[src/rtl/int_alu_pkg.sv]
package int_alu_pkg;

  localparam int FLAG_W = 5;
  localparam int FLG_CARRY = 0;
  localparam int FLG_OVF   = 1;
  localparam int FLG_ZERO  = 2;
  localparam int FLG_SIGN  = 3;
  localparam int FLG_ODD   = 4;

  typedef enum logic [3:0] {
    ALU_ADD  = 4'd0,
    ALU_SUB  = 4'd1,
    ALU_XOR  = 4'd2,
    ALU_OR   = 4'd3,
    ALU_AND  = 4'd4,
    ALU_SHL  = 4'd5,
    ALU_SHR  = 4'd6,
    ALU_SAR  = 4'd7,
    ALU_MULS = 4'd8,
    ALU_MULU = 4'd9
  } alu_op_e;

  // Operations whose immediate is widened with its sign bit.
  function automatic logic imm_signed(input logic [3:0] op);
    return (op == ALU_ADD) || (op == ALU_SUB) || (op == ALU_MULS) || (op == ALU_MULU);
  endfunction

endpackage

[src/rtl/alu_opb_sel.sv]
module alu_opb_sel #(
  parameter int DATA_W = 32,
  parameter int IMM_W  = 16
) (
  input  logic [3:0]        op,
  input  logic              use_imm,
  input  logic [DATA_W-1:0] rs2,
  input  logic [IMM_W-1:0]  imm,
  output logic [DATA_W-1:0] opb
);
  import int_alu_pkg::*;

  localparam int EXT_W = DATA_W - IMM_W;

  logic ext_bit;
  logic [DATA_W-1:0] imm_wide;

  assign ext_bit  = imm_signed(op) & imm[IMM_W-1];
  assign imm_wide = {{EXT_W{ext_bit}}, imm};
  assign opb      = use_imm ? imm_wide : rs2;

endmodule

[src/rtl/alu_arith.sv]
module alu_arith #(
  parameter int DATA_W = 32
) (
  input  logic [DATA_W-1:0] a,
  input  logic [DATA_W-1:0] b,
  input  logic              sub,
  input  logic              mul_signed,
  output logic [DATA_W-1:0] sum,
  output logic              sum_carry,
  output logic              sum_ovf,
  output logic [DATA_W-1:0] prod_lo,
  output logic              prod_ovf
);
  localparam int PROD_W = 2 * DATA_W;

  // Adder / subtractor
  logic [DATA_W-1:0] b_eff;
  logic [DATA_W:0]   sum_full;

  assign b_eff     = sub ? ~b : b;
  assign sum_full  = {1'b0, a} + {1'b0, b_eff} + {{DATA_W{1'b0}}, sub};
  assign sum       = sum_full[DATA_W-1:0];
  assign sum_carry = sub ? ~sum_full[DATA_W] : sum_full[DATA_W];
  assign sum_ovf   = (a[DATA_W-1] == b_eff[DATA_W-1]) && (sum[DATA_W-1] != a[DATA_W-1]);

  // Single multiplier: operands widened to 2W so the low 2W bits serve both signednesses.
  logic              sx_a, sx_b;
  logic [PROD_W-1:0] ma, mb, prod;
  logic [DATA_W-1:0] prod_hi;

  assign sx_a    = mul_signed & a[DATA_W-1];
  assign sx_b    = mul_signed & b[DATA_W-1];
  assign ma      = {{DATA_W{sx_a}}, a};
  assign mb      = {{DATA_W{sx_b}}, b};
  assign prod    = ma * mb;
  assign prod_lo = prod[DATA_W-1:0];
  assign prod_hi = prod[PROD_W-1:DATA_W];

  always_comb begin
    if (mul_signed) prod_ovf = (prod_hi != {DATA_W{prod_lo[DATA_W-1]}});
    else            prod_ovf = (prod_hi != '0);
  end

endmodule

[src/rtl/alu_shifter.sv]
module alu_shifter #(
  parameter int DATA_W = 32
) (
  input  logic [DATA_W-1:0] a,
  input  logic [DATA_W-1:0] b,
  input  logic              left,
  input  logic              arith,
  output logic [DATA_W-1:0] res,
  output logic              carry
);
  localparam int SH_W = $clog2(DATA_W);

  logic [SH_W-1:0]   amt;
  logic [DATA_W-1:0] a_rev, out_r, out_rev;
  logic              fill;
  logic [DATA_W:0]   stage [SH_W+1];
  logic              unused_b_hi;

  assign amt         = b[SH_W-1:0];
  assign unused_b_hi = ^b[DATA_W-1:SH_W];
  assign fill        = arith & ~left & a[DATA_W-1];

  // Left shifts reuse the right-shift network on the bit-reversed operand.
  for (genvar i = 0; i < DATA_W; i++) begin : g_rev
    assign a_rev[i]   = a[DATA_W-1-i];
    assign out_rev[i] = out_r[DATA_W-1-i];
  end

  // A guard bit below the LSB catches the last bit shifted out.
  assign stage[0] = {(left ? a_rev : a), 1'b0};

  for (genvar s = 0; s < SH_W; s++) begin : g_stage
    localparam int SH = 1 << s;
    assign stage[s+1] = amt[s] ? {{SH{fill}}, stage[s][DATA_W:SH]} : stage[s];
  end

  assign out_r = stage[SH_W][DATA_W:1];
  assign carry = stage[SH_W][0];
  assign res   = left ? out_rev : out_r;

endmodule

[src/rtl/alu_flag_gen.sv]
module alu_flag_gen #(
  parameter int DATA_W = 32
) (
  input  logic [DATA_W-1:0]                 res,
  input  logic                              carry,
  input  logic                              ovf,
  output logic [int_alu_pkg::FLAG_W-1:0]    flags
);
  import int_alu_pkg::*;

  always_comb begin
    flags            = '0;
    flags[FLG_CARRY] = carry;
    flags[FLG_OVF]   = ovf;
    flags[FLG_ZERO]  = (res == '0);
    flags[FLG_SIGN]  = res[DATA_W-1];
    flags[FLG_ODD]   = ^res;
  end

endmodule

[src/rtl/int_alu.sv]
module int_alu #(
  parameter int DATA_W = 32,
  parameter int IMM_W  = 16
) (
  input  logic                  clk,
  input  logic                  rst_n,
  input  logic                  in_valid,
  output logic                  in_ready,
  input  logic [3:0]            in_op,
  input  logic                  in_use_imm,
  input  logic [DATA_W-1:0]     in_rs1,
  input  logic [DATA_W-1:0]     in_rs2,
  input  logic [IMM_W-1:0]      in_imm,
  output logic                  out_valid,
  input  logic                  out_ready,
  output logic [DATA_W-1:0]     out_result,
  output logic [4:0]            out_flags
);
  import int_alu_pkg::*;

  logic [DATA_W-1:0] opb;
  logic [DATA_W-1:0] sum, prod_lo, sh_res, res_nx;
  logic              sum_c, sum_v, prod_v, sh_c;
  logic              c_nx, v_nx;
  logic [FLAG_W-1:0] flags_nx;
  logic              in_fire;

  alu_opb_sel #(.DATA_W(DATA_W), .IMM_W(IMM_W)) u_opb (
    .op      (in_op),
    .use_imm (in_use_imm),
    .rs2     (in_rs2),
    .imm     (in_imm),
    .opb     (opb)
  );

  alu_arith #(.DATA_W(DATA_W)) u_arith (
    .a          (in_rs1),
    .b          (opb),
    .sub        (in_op == ALU_SUB),
    .mul_signed (in_op == ALU_MULS),
    .sum        (sum),
    .sum_carry  (sum_c),
    .sum_ovf    (sum_v),
    .prod_lo    (prod_lo),
    .prod_ovf   (prod_v)
  );

  alu_shifter #(.DATA_W(DATA_W)) u_shift (
    .a     (in_rs1),
    .b     (opb),
    .left  (in_op == ALU_SHL),
    .arith (in_op == ALU_SAR),
    .res   (sh_res),
    .carry (sh_c)
  );

  always_comb begin
    res_nx = '0;
    c_nx   = 1'b0;
    v_nx   = 1'b0;
    case (in_op)
      ALU_ADD, ALU_SUB: begin
        res_nx = sum;
        c_nx   = sum_c;
        v_nx   = sum_v;
      end
      ALU_XOR: res_nx = in_rs1 ^ opb;
      ALU_OR:  res_nx = in_rs1 | opb;
      ALU_AND: res_nx = in_rs1 & opb;
      ALU_SHL, ALU_SHR, ALU_SAR: begin
        res_nx = sh_res;
        c_nx   = sh_c;
      end
      ALU_MULS, ALU_MULU: begin
        res_nx = prod_lo;
        c_nx   = prod_v;
        v_nx   = prod_v;
      end
      default: ;
    endcase
  end

  alu_flag_gen #(.DATA_W(DATA_W)) u_flags (
    .res   (res_nx),
    .carry (c_nx),
    .ovf   (v_nx),
    .flags (flags_nx)
  );

  // Single output register with pass-through ready.
  assign in_ready = ~out_valid | out_ready;
  assign in_fire  = in_valid & in_ready;

  always_ff @(posedge clk or negedge rst_n) begin
    if (!rst_n) begin
      out_valid  <= 1'b0;
      out_result <= '0;
      out_flags  <= '0;
    end else if (in_fire) begin
      out_valid  <= 1'b1;
      out_result <= res_nx;
      out_flags  <= flags_nx;
    end else if (out_ready) begin
      out_valid  <= 1'b0;
    end
  end

endmodule

[config.mk]
export PLATFORM = sky130hd
export DESIGN_NAME = int_alu
export DESIGN_NICKNAME = d
export VERILOG_FILES = /design/src/rtl/int_alu_pkg.sv /design/src/rtl/alu_opb_sel.sv /design/src/rtl/alu_arith.sv /design/src/rtl/alu_shifter.sv /design/src/rtl/alu_flag_gen.sv /design/src/rtl/int_alu.sv
export SDC_FILE = /design/constraint.sdc
export NUM_CORES = 2
export LEC_CHECK = 0
export BUFFER_PORTS_ARGS = -buffer_cell sky130_fd_sc_hd__clkbuf_2
export CORE_ASPECT_RATIO = 0.8
export CORE_MARGIN = 3
export CORE_UTILIZATION = 50
export DETAILED_ROUTE_END_ITERATION = 12
export PLACE_DENSITY = 0.73
export SYNTH_ARGS = -nofsm -noshare
export SYNTH_HDL_FRONTEND = slang
export SYNTH_SLANG_ARGS = --single-unit
[constraint.sdc]
create_clock -name clk -period 2 [get_ports clk]
set_clock_uncertainty 0.05 [all_clocks]
set_input_delay 0.2 -clock clk [delete_from_list [all_inputs] [get_ports clk]]
set_output_delay 0.2 -clock clk [all_outputs]
set_load 0.05 [all_outputs]
==> run metrics <==
status complete, but fails checks; failing checks negative setup slack; Buf/Inv on CP 13; area of the multi-input gates 41590 um^2; io pins 128; post-synth top area share 0.4948; worst-path maximum fanout 13; pre-CTS setup slack -7.621 ns; minimum clock period 9.010 ns; worst hold start in_valid; syn nets 6747; Die ar. 94780 um^2; DP Wirelength 160300 um; Post-synth ARST share 1.000; GR Overflow Total 0; CP startpoint kind primary input; final worst slack -7.010 ns; share of cells above drive strength 1 0.2683; CTS tree done; fillers 7272; TritonRoute pass-1 iters 8; vias per cell 5.831; reg2reg path depth 6; Post-Route WL 189400 um; met2 WL 78700 um; Inserted Diodes 0; Placed Cells 7271; # H-tree levels 2; starting density of the core 0.5068; WL met3 26300 um; main area contributors after synthesis fa_1 (49%), ha_1 (8.9%), inv_1 (8.1%); r2r startpoint out_valid; post-synth top area cell fa_1; Hold Violations, Final 0; unrepaired setup endpoints after global routing true; worst endpoint data arrival time 9.12 ns; setup slack, reg-to-reg 0.33 ns; Worst EP required 2.11 ns; critical path depth 38; Worst Path Class, Setup in2reg; Skew-Pair Late Insertion Delay 0.28 ns; delay-heaviest family, CP adder cells; Post-synth EDFFs 0; gr usage total 0.4025; Final Max Slew Viols 0; routability cong. 1.055; clk slew on worst S/H paths 0.06 ns; largest net degree at the start of global routing 67; die width 343.5 um; worst-margin pin slew 0.6705 ns; root buf cell clkbuf_16; clock sinks 37; Final setup viols 36; Worst path most repeated cell fa_1; final net count 7701; Seq/Total Area, Yosys 0.02033; Rel. slew slack 0.5483; final std cells w/o fill 7364; Metal-1 WL 71530 um; CP startpoint in_op[1]; Sequential cell area 925.9 um^2; fin crit share 4.505; uppermost routed layer met5; Synth Flop Type dfrtp_1; core area 89880 um^2; Hold Crit Class in2reg; Highest Clock Rate 111.0 MHz; Remaining DRCs 0; CP Capture Type flip-flop; first-pass GRT wire length 281100 um; Distinct cells, synth 99; Max stage delay cell, worst path fa_1; Crit path largest cell delay 0.57 ns; yosys warns 0; CP Capture Point out_flags[0]; post-synthesis cell area 45550 um^2; syn_area_per_cell 8.745 um^2; max cap viols 0; CTS buffer count 5; IO buf count 127; vias in the first global route 45000; CTS max path bufs 2; Post-Synthesis Cells 5209; FF-to-FF End out_flags[1]; die height 276.0 um; mean routed wirelength per cell 25.72 um; via count 42940; 1st-iter DRT viols 4665; Final ANT Viol Nets 0; Rows 98; Seq cells post-synth 37; area grow syn2layout 29.50%; initial antenna violation count 9
## cell families after synthesis
| group | share of synthesized area |
|---|---|
| AO/OA/AOI/OAI | 0.08886 |
| XOR/XNOR | 0.02557 |
| adder cells (fa/ha/maj) | 0.5836 |
| buffers and inverters | 0.1106 |
| flip-flops | 0.02033 |
| multiplexers | 0.03214 |
| AND/OR/NAND/NOR | 0.1389 |
## per-stage QoR
step                      TNS [ns]    util  cell area, um^2  hold slack, ns
after global placement     -191.06  0.6187            55610          0.2266
after floorplan            -163.50       -            45950         -0.1456
after global routing       -173.13  0.6563            58990          0.1007
after detailed placement   -192.90  0.6187            55610          0.2345
final                      -167.11  0.6563            58990         0.09725
after CTS                  -164.64  0.6429            57780         0.09656
## how the worst min path moves through the flow
stage	to	slack, ns	depth (start not counted)
after floorplan	out_flags[0]	-0.15	0
after global placement	out_valid	0.23	2
after detailed placement	out_valid	0.23	2
after CTS	out_valid	0.1	2
after global routing	out_valid	0.10	2
final	out_valid	0.1	2
## cell usage after synthesis, types with 37 or more instances
cell / instances
a21o_1: 40
a21oi_1: 150
buf_1: 38
clkbuf_1: 235
dfrtp_1: 37
fa_1: 1126
ha_1: 323
inv_1: 987
mux2i_1: 85
nand2_1: 761
nor2_1: 566
o21ai_0: 123
xnor2_1: 94
xor2_1: 39
## area by class of cell
cell class / instances / share of cell area
Tap cell: 1200 / 0.02545
Inverter: 1023 / 0.06598
Sequential cell: 37 / 0.01570
Multi-Input combinational cell: 3851 / 0.7051
Clock inverter: 2 / 0.0001697
Timing Repair Buffer: 1245 / 0.1854
Clock buffer: 6 / 0.002185
## state kept, by name, summed over array words and instances, names as in the netlist
signal      count
out_flags       5
out_result     31
out_valid       1
## layer usage
| metal | up-vias | track usage |
|---|---|---|
| li1 | 17930 | - |
| met1 | 21490 | 0.5410 |
| met2 | 2844 | 0.5892 |
| met3 | 655 | 0.1290 |
| met4 | 16 | 0.1995 |
| met5 | - | 0 |
## cell usage in the layout (no fill, tap or decap), types with 16 or more instances in the layout
cell type / n
nand2_1: 742
xor2_1: 31
and3_1: 17
fa_2: 32
o21a_1: 24
buf_6: 22
buf_12: 113
a31oi_1: 21
nand3_1: 32
o21ai_0: 89
a21oi_1: 118
nor2_1: 550
nand4_1: 24
clkbuf_2: 123
o21ai_1: 37
dfrtp_1: 37
buf_4: 962
nand2_2: 18
nand2b_1: 16
ha_1: 267
o211ai_1: 26
a221oi_1: 22
a21o_1: 40
a21oi_2: 28
xnor2_1: 82
nor3_1: 20
mux2i_1: 67
inv_1: 951
ha_4: 47
inv_2: 34
clkinv_1: 23
mux4_2: 20
fa_1: 1094
## timing repair
action,in CTS,in global routing
setup endpoints to repair,36,36
pin swaps,74,84
gates cloned,7,5
hold buffers,1,0
hold endpoints to repair,37,0
gates resized for setup,335,175
buffers inserted,45,29
Power is left out: the tool's default activity adds up to more than one toggle a clock period on the data nets, which glitch-free logic cannot reach.
